File: src/rtl/ocl_pkg.sv
package ocl_pkg;

   typedef enum logic [1:0] {
      OCL_CHARGE = 2'd0,
      OCL_TRIM   = 2'd1,
      OCL_SEVERE = 2'd2
   } ocl_region_e;

   function automatic ocl_region_e ocl_pick_region(input logic lo_flag, input logic hi_flag);
      if (hi_flag)      return OCL_SEVERE;
      else if (lo_flag) return OCL_TRIM;
      else              return OCL_CHARGE;
   endfunction

endpackage

File: src/rtl/ocl_region_sel.sv
module ocl_region_sel
   import ocl_pkg::*;
(
   input  logic        over_lo,
   input  logic        over_hi,
   output ocl_region_e region
);

   // severe limit outranks the moderate one
   always_comb begin
      region = ocl_pick_region(over_lo, over_hi);
   end

endmodule

File: src/rtl/ocl_integrator.sv
module ocl_integrator
   import ocl_pkg::*;
#(
   parameter int INT_W       = 12,
   parameter int STEP_W      = 8,
   parameter int CHARGE_STEP = 4,
   parameter int DUMP_STEP   = 1024,
   parameter int INT_LO      = 256
) (
   input  logic              clk,
   input  logic              rst_n,
   input  ocl_region_e       region,
   input  logic [STEP_W-1:0] step,
   output logic [INT_W-1:0]  acc
);

   localparam int XW     = INT_W + 1;
   localparam int INT_HI = (1 << INT_W) - 1;
   localparam logic [XW-1:0] K_HI   = XW'(INT_HI);
   localparam logic [XW-1:0] K_LO   = XW'(INT_LO);
   localparam logic [XW-1:0] K_CHG  = XW'(CHARGE_STEP);
   localparam logic [XW-1:0] K_DUMP = XW'(DUMP_STEP);

   if (STEP_W > INT_W) begin : g_bad_step
      $error("ocl_integrator: STEP_W wider than INT_W");
   end
   if (INT_LO <= 0 || INT_LO >= INT_HI) begin : g_bad_lo
      $error("ocl_integrator: INT_LO out of range");
   end
   if (CHARGE_STEP <= 0 || DUMP_STEP <= 0) begin : g_bad_rates
      $error("ocl_integrator: rates must be positive");
   end

   logic [XW-1:0]    acc_x;
   logic [XW-1:0]    step_x;
   logic [XW-1:0]    rise_x;
   logic [INT_W-1:0] acc_nxt;

   always_comb begin
      acc_x  = {1'b0, acc};
      step_x = {{(XW-STEP_W){1'b0}}, step};
      rise_x = acc_x + K_CHG;
      unique case (region)
         OCL_CHARGE: begin
            if (rise_x >= K_HI) acc_nxt = INT_W'(INT_HI);
            else                acc_nxt = rise_x[INT_W-1:0];
         end
         OCL_TRIM: begin
            if (acc_x >= step_x) acc_nxt = INT_W'(acc_x - step_x);
            else                 acc_nxt = '0;
         end
         OCL_SEVERE: begin
            if (acc_x <= K_LO)                acc_nxt = INT_W'(INT_LO);
            else if (acc_x - K_LO <= K_DUMP)  acc_nxt = INT_W'(INT_LO);
            else                              acc_nxt = INT_W'(acc_x - K_DUMP);
         end
         default: acc_nxt = acc;
      endcase
   end

   // reset parks the integrator at its top clamp
   always_ff @(posedge clk) begin
      if (!rst_n) acc <= INT_W'(INT_HI);
      else        acc <= acc_nxt;
   end

   // idle cycles climb by one charge step unless at the clamp
   a_r2_charge_step: assert property (@(posedge clk) disable iff (!rst_n)
      (region == OCL_CHARGE && int'(acc) + CHARGE_STEP < INT_HI)
      |=> (int'(acc) == int'($past(acc)) + CHARGE_STEP));

   // a moderate cycle never raises the integrator
   a_r3_trim_no_rise: assert property (@(posedge clk) disable iff (!rst_n)
      (region == OCL_TRIM) |=> (acc <= $past(acc)));

   // a severe cycle leaves the integrator at or above the floor
   a_r6_floor: assert property (@(posedge clk) disable iff (!rst_n)
      (region == OCL_SEVERE) |=> (int'(acc) >= INT_LO));

   // outside a severe cycle the rise per edge is bounded by the charge step
   a_r7_no_restart: assert property (@(posedge clk) disable iff (!rst_n)
      (region != OCL_SEVERE) |=> (int'(acc) <= int'($past(acc)) + CHARGE_STEP));

endmodule

File: src/rtl/ocl_duty_map.sv
module ocl_duty_map #(
   parameter int INT_W    = 12,
   parameter int DUTY_W   = 8,
   parameter int DUTY_MAX = 242,
   parameter int DUTY_MIN = 8
) (
   input  logic [INT_W-1:0]  acc,
   output logic [DUTY_W-1:0] duty
);

   localparam int INT_HI = (1 << INT_W) - 1;
   localparam int SPAN   = INT_W - 1;
   localparam int RANGE  = DUTY_MAX - DUTY_MIN;
   localparam int PW     = SPAN + DUTY_W;

   if (DUTY_MIN < 0 || DUTY_MIN > DUTY_MAX) begin : g_bad_order
      $error("ocl_duty_map: DUTY_MIN above DUTY_MAX");
   end
   if (DUTY_MAX >= (1 << DUTY_W)) begin : g_bad_max
      $error("ocl_duty_map: DUTY_MAX does not fit DUTY_W");
   end

   logic [DUTY_W-1:0] ramp;

   if (RANGE == 0) begin : g_flat
      assign ramp = DUTY_W'(DUTY_MIN);
   end else begin : g_lin
      logic [PW-1:0] prod;
      // offset above the knee is simply the low bits when the top bit is set
      assign prod = {{DUTY_W{1'b0}}, acc[SPAN-1:0]} * PW'(RANGE);
      assign ramp = DUTY_W'(DUTY_MIN) + DUTY_W'(prod >> SPAN);
   end

   // full ceiling at the clamp, linear over the upper half, floor below
   always_comb begin
      if (int'(acc) == INT_HI)  duty = DUTY_W'(DUTY_MAX);
      else if (acc[INT_W-1])    duty = ramp;
      else                      duty = DUTY_W'(DUTY_MIN);
   end

endmodule

File: src/rtl/ocl_fold_map.sv
module ocl_fold_map #(
   parameter int INT_W      = 12,
   parameter int FOLD_MAX   = 5,
   parameter int BAND_SHIFT = 9,
   parameter int DIV_W      = 3
) (
   input  logic [INT_W-1:0] acc,
   output logic [DIV_W-1:0] div
);

   localparam int KNEE  = 1 << (INT_W - 1);
   localparam int BAND  = 1 << BAND_SHIFT;
   localparam int NCMP  = FOLD_MAX - 1;

   if (FOLD_MAX < 2) begin : g_bad_fold
      $error("ocl_fold_map: FOLD_MAX must be at least 2");
   end
   if (KNEE - (NCMP - 1) * BAND <= 0) begin : g_bad_band
      $error("ocl_fold_map: bands do not fit below the knee");
   end
   if (FOLD_MAX >= (1 << DIV_W)) begin : g_bad_divw
      $error("ocl_fold_map: DIV_W too narrow");
   end

   logic [NCMP-1:0] below;

   // one comparator per band edge, counted into the divisor
   for (genvar k = 0; k < NCMP; k++) begin : g_band
      assign below[k] = (int'(acc) < KNEE - k * BAND);
   end

   assign div = DIV_W'(1 + $countones(below));

endmodule

File: src/rtl/ocl_foldback_ctrl.sv
module ocl_foldback_ctrl
   import ocl_pkg::*;
#(
   parameter int INT_W       = 12,
   parameter int STEP_W      = 8,
   parameter int DUTY_W      = 8,
   parameter int DUTY_MAX    = 242,
   parameter int DUTY_MIN    = 8,
   parameter int CHARGE_STEP = 4,
   parameter int DUMP_STEP   = 1024,
   parameter int INT_LO      = 256,
   parameter int FOLD_MAX    = 5,
   parameter int BAND_SHIFT  = 9
) (
   input  logic              clk,
   input  logic              rst_n,
   input  logic              over_lo,
   input  logic              over_hi,
   input  logic [STEP_W-1:0] excess_step,
   output logic [DUTY_W-1:0] duty_cap,
   output logic [2:0]        freq_div,
   output logic              drive_off
);

   localparam int DIV_W = 3;
   localparam int KNEE  = 1 << (INT_W - 1);

   if (INT_W < 4) begin : g_bad_intw
      $error("ocl_foldback_ctrl: INT_W too small");
   end
   if (INT_LO >= KNEE) begin : g_bad_floor
      $error("ocl_foldback_ctrl: floor must sit below the knee");
   end

   ocl_region_e      region;
   logic [INT_W-1:0] acc;

   ocl_region_sel u_sel (
      .over_lo (over_lo),
      .over_hi (over_hi),
      .region  (region)
   );

   ocl_integrator #(
      .INT_W       (INT_W),
      .STEP_W      (STEP_W),
      .CHARGE_STEP (CHARGE_STEP),
      .DUMP_STEP   (DUMP_STEP),
      .INT_LO      (INT_LO)
   ) u_int (
      .clk    (clk),
      .rst_n  (rst_n),
      .region (region),
      .step   (excess_step),
      .acc    (acc)
   );

   ocl_duty_map #(
      .INT_W    (INT_W),
      .DUTY_W   (DUTY_W),
      .DUTY_MAX (DUTY_MAX),
      .DUTY_MIN (DUTY_MIN)
   ) u_duty (
      .acc  (acc),
      .duty (duty_cap)
   );

   ocl_fold_map #(
      .INT_W      (INT_W),
      .FOLD_MAX   (FOLD_MAX),
      .BAND_SHIFT (BAND_SHIFT),
      .DIV_W      (DIV_W)
   ) u_fold (
      .acc (acc),
      .div (freq_div)
   );

   // drivers stay off exactly while the severe limit was seen
   always_ff @(posedge clk) begin
      if (!rst_n) drive_off <= 1'b0;
      else        drive_off <= (region == OCL_SEVERE);
   end

   // severe flag gates the drivers on the next edge
   a_r6_off_next: assert property (@(posedge clk) disable iff (!rst_n)
      over_hi |=> drive_off);

   // drivers come back on the edge after the severe flag clears
   a_r7_on_next: assert property (@(posedge clk) disable iff (!rst_n)
      !over_hi |=> !drive_off);

   // both flags together behave as the severe case
   a_r8_both_severe: assert property (@(posedge clk) disable iff (!rst_n)
      (over_hi && over_lo) |=> (drive_off && int'(acc) >= INT_LO));

   // divisor stays inside its legal window
   a_r5_div_window: assert property (@(posedge clk) disable iff (!rst_n)
      (freq_div >= 3'd1 && int'(freq_div) <= FOLD_MAX));

   // folding only begins once the ceiling is at its minimum
   a_r5_trim_first: assert property (@(posedge clk) disable iff (!rst_n)
      (freq_div != 3'd1) |-> (int'(duty_cap) == DUTY_MIN));

   // ceiling stays between its bounds
   a_r4_duty_window: assert property (@(posedge clk) disable iff (!rst_n)
      (int'(duty_cap) >= DUTY_MIN && int'(duty_cap) <= DUTY_MAX));

endmodule

File: config.mk
export PLATFORM = sky130hd
export DESIGN_NAME = ocl_foldback_ctrl
export DESIGN_NICKNAME = d
export VERILOG_FILES = /design/src/rtl/ocl_pkg.sv /design/src/rtl/ocl_region_sel.sv /design/src/rtl/ocl_integrator.sv /design/src/rtl/ocl_duty_map.sv /design/src/rtl/ocl_fold_map.sv /design/src/rtl/ocl_foldback_ctrl.sv
export SDC_FILE = /design/constraint.sdc
export NUM_CORES = 1
export LEC_CHECK = 0
export CAP_MARGIN = 20
export CORE_AREA = 4 4 109 111
export DETAILED_ROUTE_END_ITERATION = 12
export DIE_AREA = 0 0 113 115
export PLACE_DENSITY_LB_ADDON = 0.05
export SYNTH_ARGS = -nofsm -noshare
export SYNTH_HDL_FRONTEND = slang
export SYNTH_SLANG_ARGS = --single-unit
File: constraint.sdc
create_clock -name clk -period 10.53 [get_ports clk]
set_input_delay 1.5795 -clock clk [delete_from_list [all_inputs] [get_ports clk]]
set_output_delay 1.5795 -clock clk [all_outputs]
set_load 0.02 [all_outputs]
==> flow_summary.json <==
{
  "drv_slew": 0,
  "cts_sinks": 13,
  "cts_root_buf": "clkbuf_8",
  "start_util_pct": 29.78,
  "first_pass_iters": 4,
  "min_period_over_period_pct": 71.07,
  "core_um2": 10790,
  "final_nets": 512,
  "io_pins": 24,
  "grt_pass1_vias": 2686,
  "start_kind": "register",
  "ys_top_cells_by_count": "ha_1 (72), inv_1 (60), a21oi_1 (29)",
  "synth_edf_count": 0,
  "fin_crit_ns": 7.483,
  "multiInputGateArea_um2": 2689,
  "grt.overflow.total": 0,
  "cp_cell_sequence": "inv_1 -> fa_1 -> inv_1 -> fa_1 -> ha_1 -> inv_1 -> fa_1 -> inv_1 -> ha_1 -> a21oi_1 -> o21ai_0 -> o21bai_4 -> nand3_1 -> nand2_1 -> a21oi_1 -> xnor2_1 -> ha_1 -> inv_1 -> or4_1 -> o211ai_2 -> clkdlybuf4s50_1",
  "dieArea_um2": 13000,
  "setup_viol": 0,
  "met1_usage_pct": 18.88,
  "ys_ff_latch": 13,
  "io_buffers": 23,
  "path_buf_inv": 6,
  "std_cell_rows": 38,
  "yosysTopAreaCell": "ha_1",
  "fmax_ghz": 0.1336,
  "met2_usage_pct": 20.42,
  "async_flop_share_pct": 0,
  "syn_inst": 383,
  "arrival_ns": 5.90,
  "worst_slew_pin_slew_ns": 1.057,
  "maxCapViolCount": 0,
  "cts.hold.buffers_added": 0,
  "finalSetupTns_ns": 0,
  "drc": 0,
  "ys_seq_area_share_pct": 8.097,
  "cts_tree": "yes",
  "met3_usage_pct": 1.789,
  "grt_max_degree": 16,
  "fill_cells": 1182,
  "die_w_um": 113,
  "die_h_um": 115,
  "max_stage_delay_ns": 0.62,
  "synth_most_common_cell": "ha_1",
  "area_growth_pct": 12.77,
  "clk_latency_ns": 0.24,
  "wire_per_inst_um": 15.00,
  "status": "complete, no violations",
  "place_congestion": 0.8137,
  "ys.flop_type": "dfxtp_1",
  "syn-cell-area_um2": 3214,
  "rsz0062_at_grt": "no",
  "drtIter0Drc": 114,
  "cts_resized": 0,
  "synth_area_per_cell_um2": 8.393,
  "drive_gt1_share_pct": 2.475,
  "syn_nets": 490,
  "htree_levels": 1,
  "ant_nets": 0,
  "numCtsBuffers": 3,
  "critPathTopFamily": "adder cells",
  "cts_setup_buffers": 0,
  "grt_pass1_wl_um": 13660,
  "slowest_stage": "clkdlybuf4s50_1",
  "yosysTopAreaCellShare_pct": 28.03,
  "end_kind": "output port",
  "regArea_um2": 260.3,
  "worst_path_most_repeated_cell": "inv_1",
  "antenna_found_initial": 0,
  "via_per_inst": 4.949,
  "yosys_warnings": 0,
  "hpwl_um": 6817,
  "cp_max_fo": 10,
  "grt-busiest-layer": "met2",
  "required_ns": 8.95,
  "clk_pin_slew_ns": 0.06,
  "min_path_type": "register to register",
  "antenna_cells": 0,
  "criticalPathCategory": "register to output port",
  "slew-limit-headroom_pct": 29.06,
  "clockBufferDepth": 2,
  "synthTopCellsByArea": "ha_1 (28%), fa_1 (14%), dfxtp_1 (8.1%), inv_1 (7.0%), xnor2_1 (5.7%)",
  "skew_ns": 0.002555,
  "hold_violations": 0,
  "finalWirelength_um": 8161,
  "num_vias": 2692,
  "grt_usage_pct": 12.73,
  "synthDistinctLibCells": 55
}
cell type report:
| type | count | share of cell area (%) |
|---|---|---|
| multi-input combinational | 304 | 74.18 |
| clock buffer | 4 | 1.243 |
| inverter | 60 | 6.213 |
| tap | 140 | 4.833 |
| timing repair buffer | 23 | 6.351 |
| sequential | 13 | 7.180 |
layer usage:
metal,wire length (um),part of all wire (%),up-vias
met5,0,0,-
met4,24,0.29,0
met3,129,1.6,2
met2,3591,44,21
met1,4416,54,1292
li1,-,-,1377
cells in the final DEF, fill, tap and decap left out, types with 3 or more instances in the layout:
cell type / count
nand4_1: 8
xor2_1: 4
nor4_1: 3
o211ai_1: 3
and3_1: 4
a21oi_1: 29
ha_1: 72
nor3_1: 8
o21a_1: 3
nor2_1: 20
o21ai_0: 24
o21ai_1: 3
clkbuf_8: 3
a211o_1: 3
clkdlybuf4s50_1: 23
or3_1: 3
xnor2_1: 21
nand3_1: 6
a31oi_1: 3
fa_1: 23
dfxtp_1: 13
nand2_1: 22
inv_1: 60
sequential cells by signal, summed over array words and instances, names as in the netlist:
name / cells
drive_off: 1
u_int.acc: 12
worst paths after layout:
check | from | to | slack (ns) | cells after the start
max | u_int.acc[2] | duty_cap[7] | 3.05 | 21
min reg2reg | u_int.acc[0] | u_int.acc[0] | 0.62 | 2
max reg2reg | u_int.acc[0] | u_int.acc[4] | 7.29 | 11
min | u_int.acc[0] | u_int.acc[0] | 0.62 | 2
tightest hold or removal path, cell delays in order, from the launching register on:
cell,delay [ns]
dfxtp_1,0.39
inv_1,0.11
a31oi_1,0.07
cell families after synthesis:
group | Yosys count | synth area share, %
xor+xnor | 26 | 7.551
simple gates | 87 | 13.51
mux | 2 | 0.6228
flops | 13 | 8.097
buf+inv | 66 | 8.252
compound gates | 94 | 19.62
fa+ha+maj | 95 | 42.35
metrics by stage:
stage                     worst slack [ns]  util [%]  hold slack, ns  cell area [um2]  instances
final                                3.047     33.58          0.6213             3625        544
after global routing                 2.580     33.58          0.6689             3625        544
after CTS                            2.965     33.58          0.6402             3625        544
after detailed placement             3.256     33.17          0.6282             3580        540
after global placement               3.247     33.17          0.6425             3580        540
after floorplan                      4.325         -          0.5390             3214        383
Power is not shown: default switching activity piles up to over one toggle a cycle in this logic, so the estimate is an artifact.
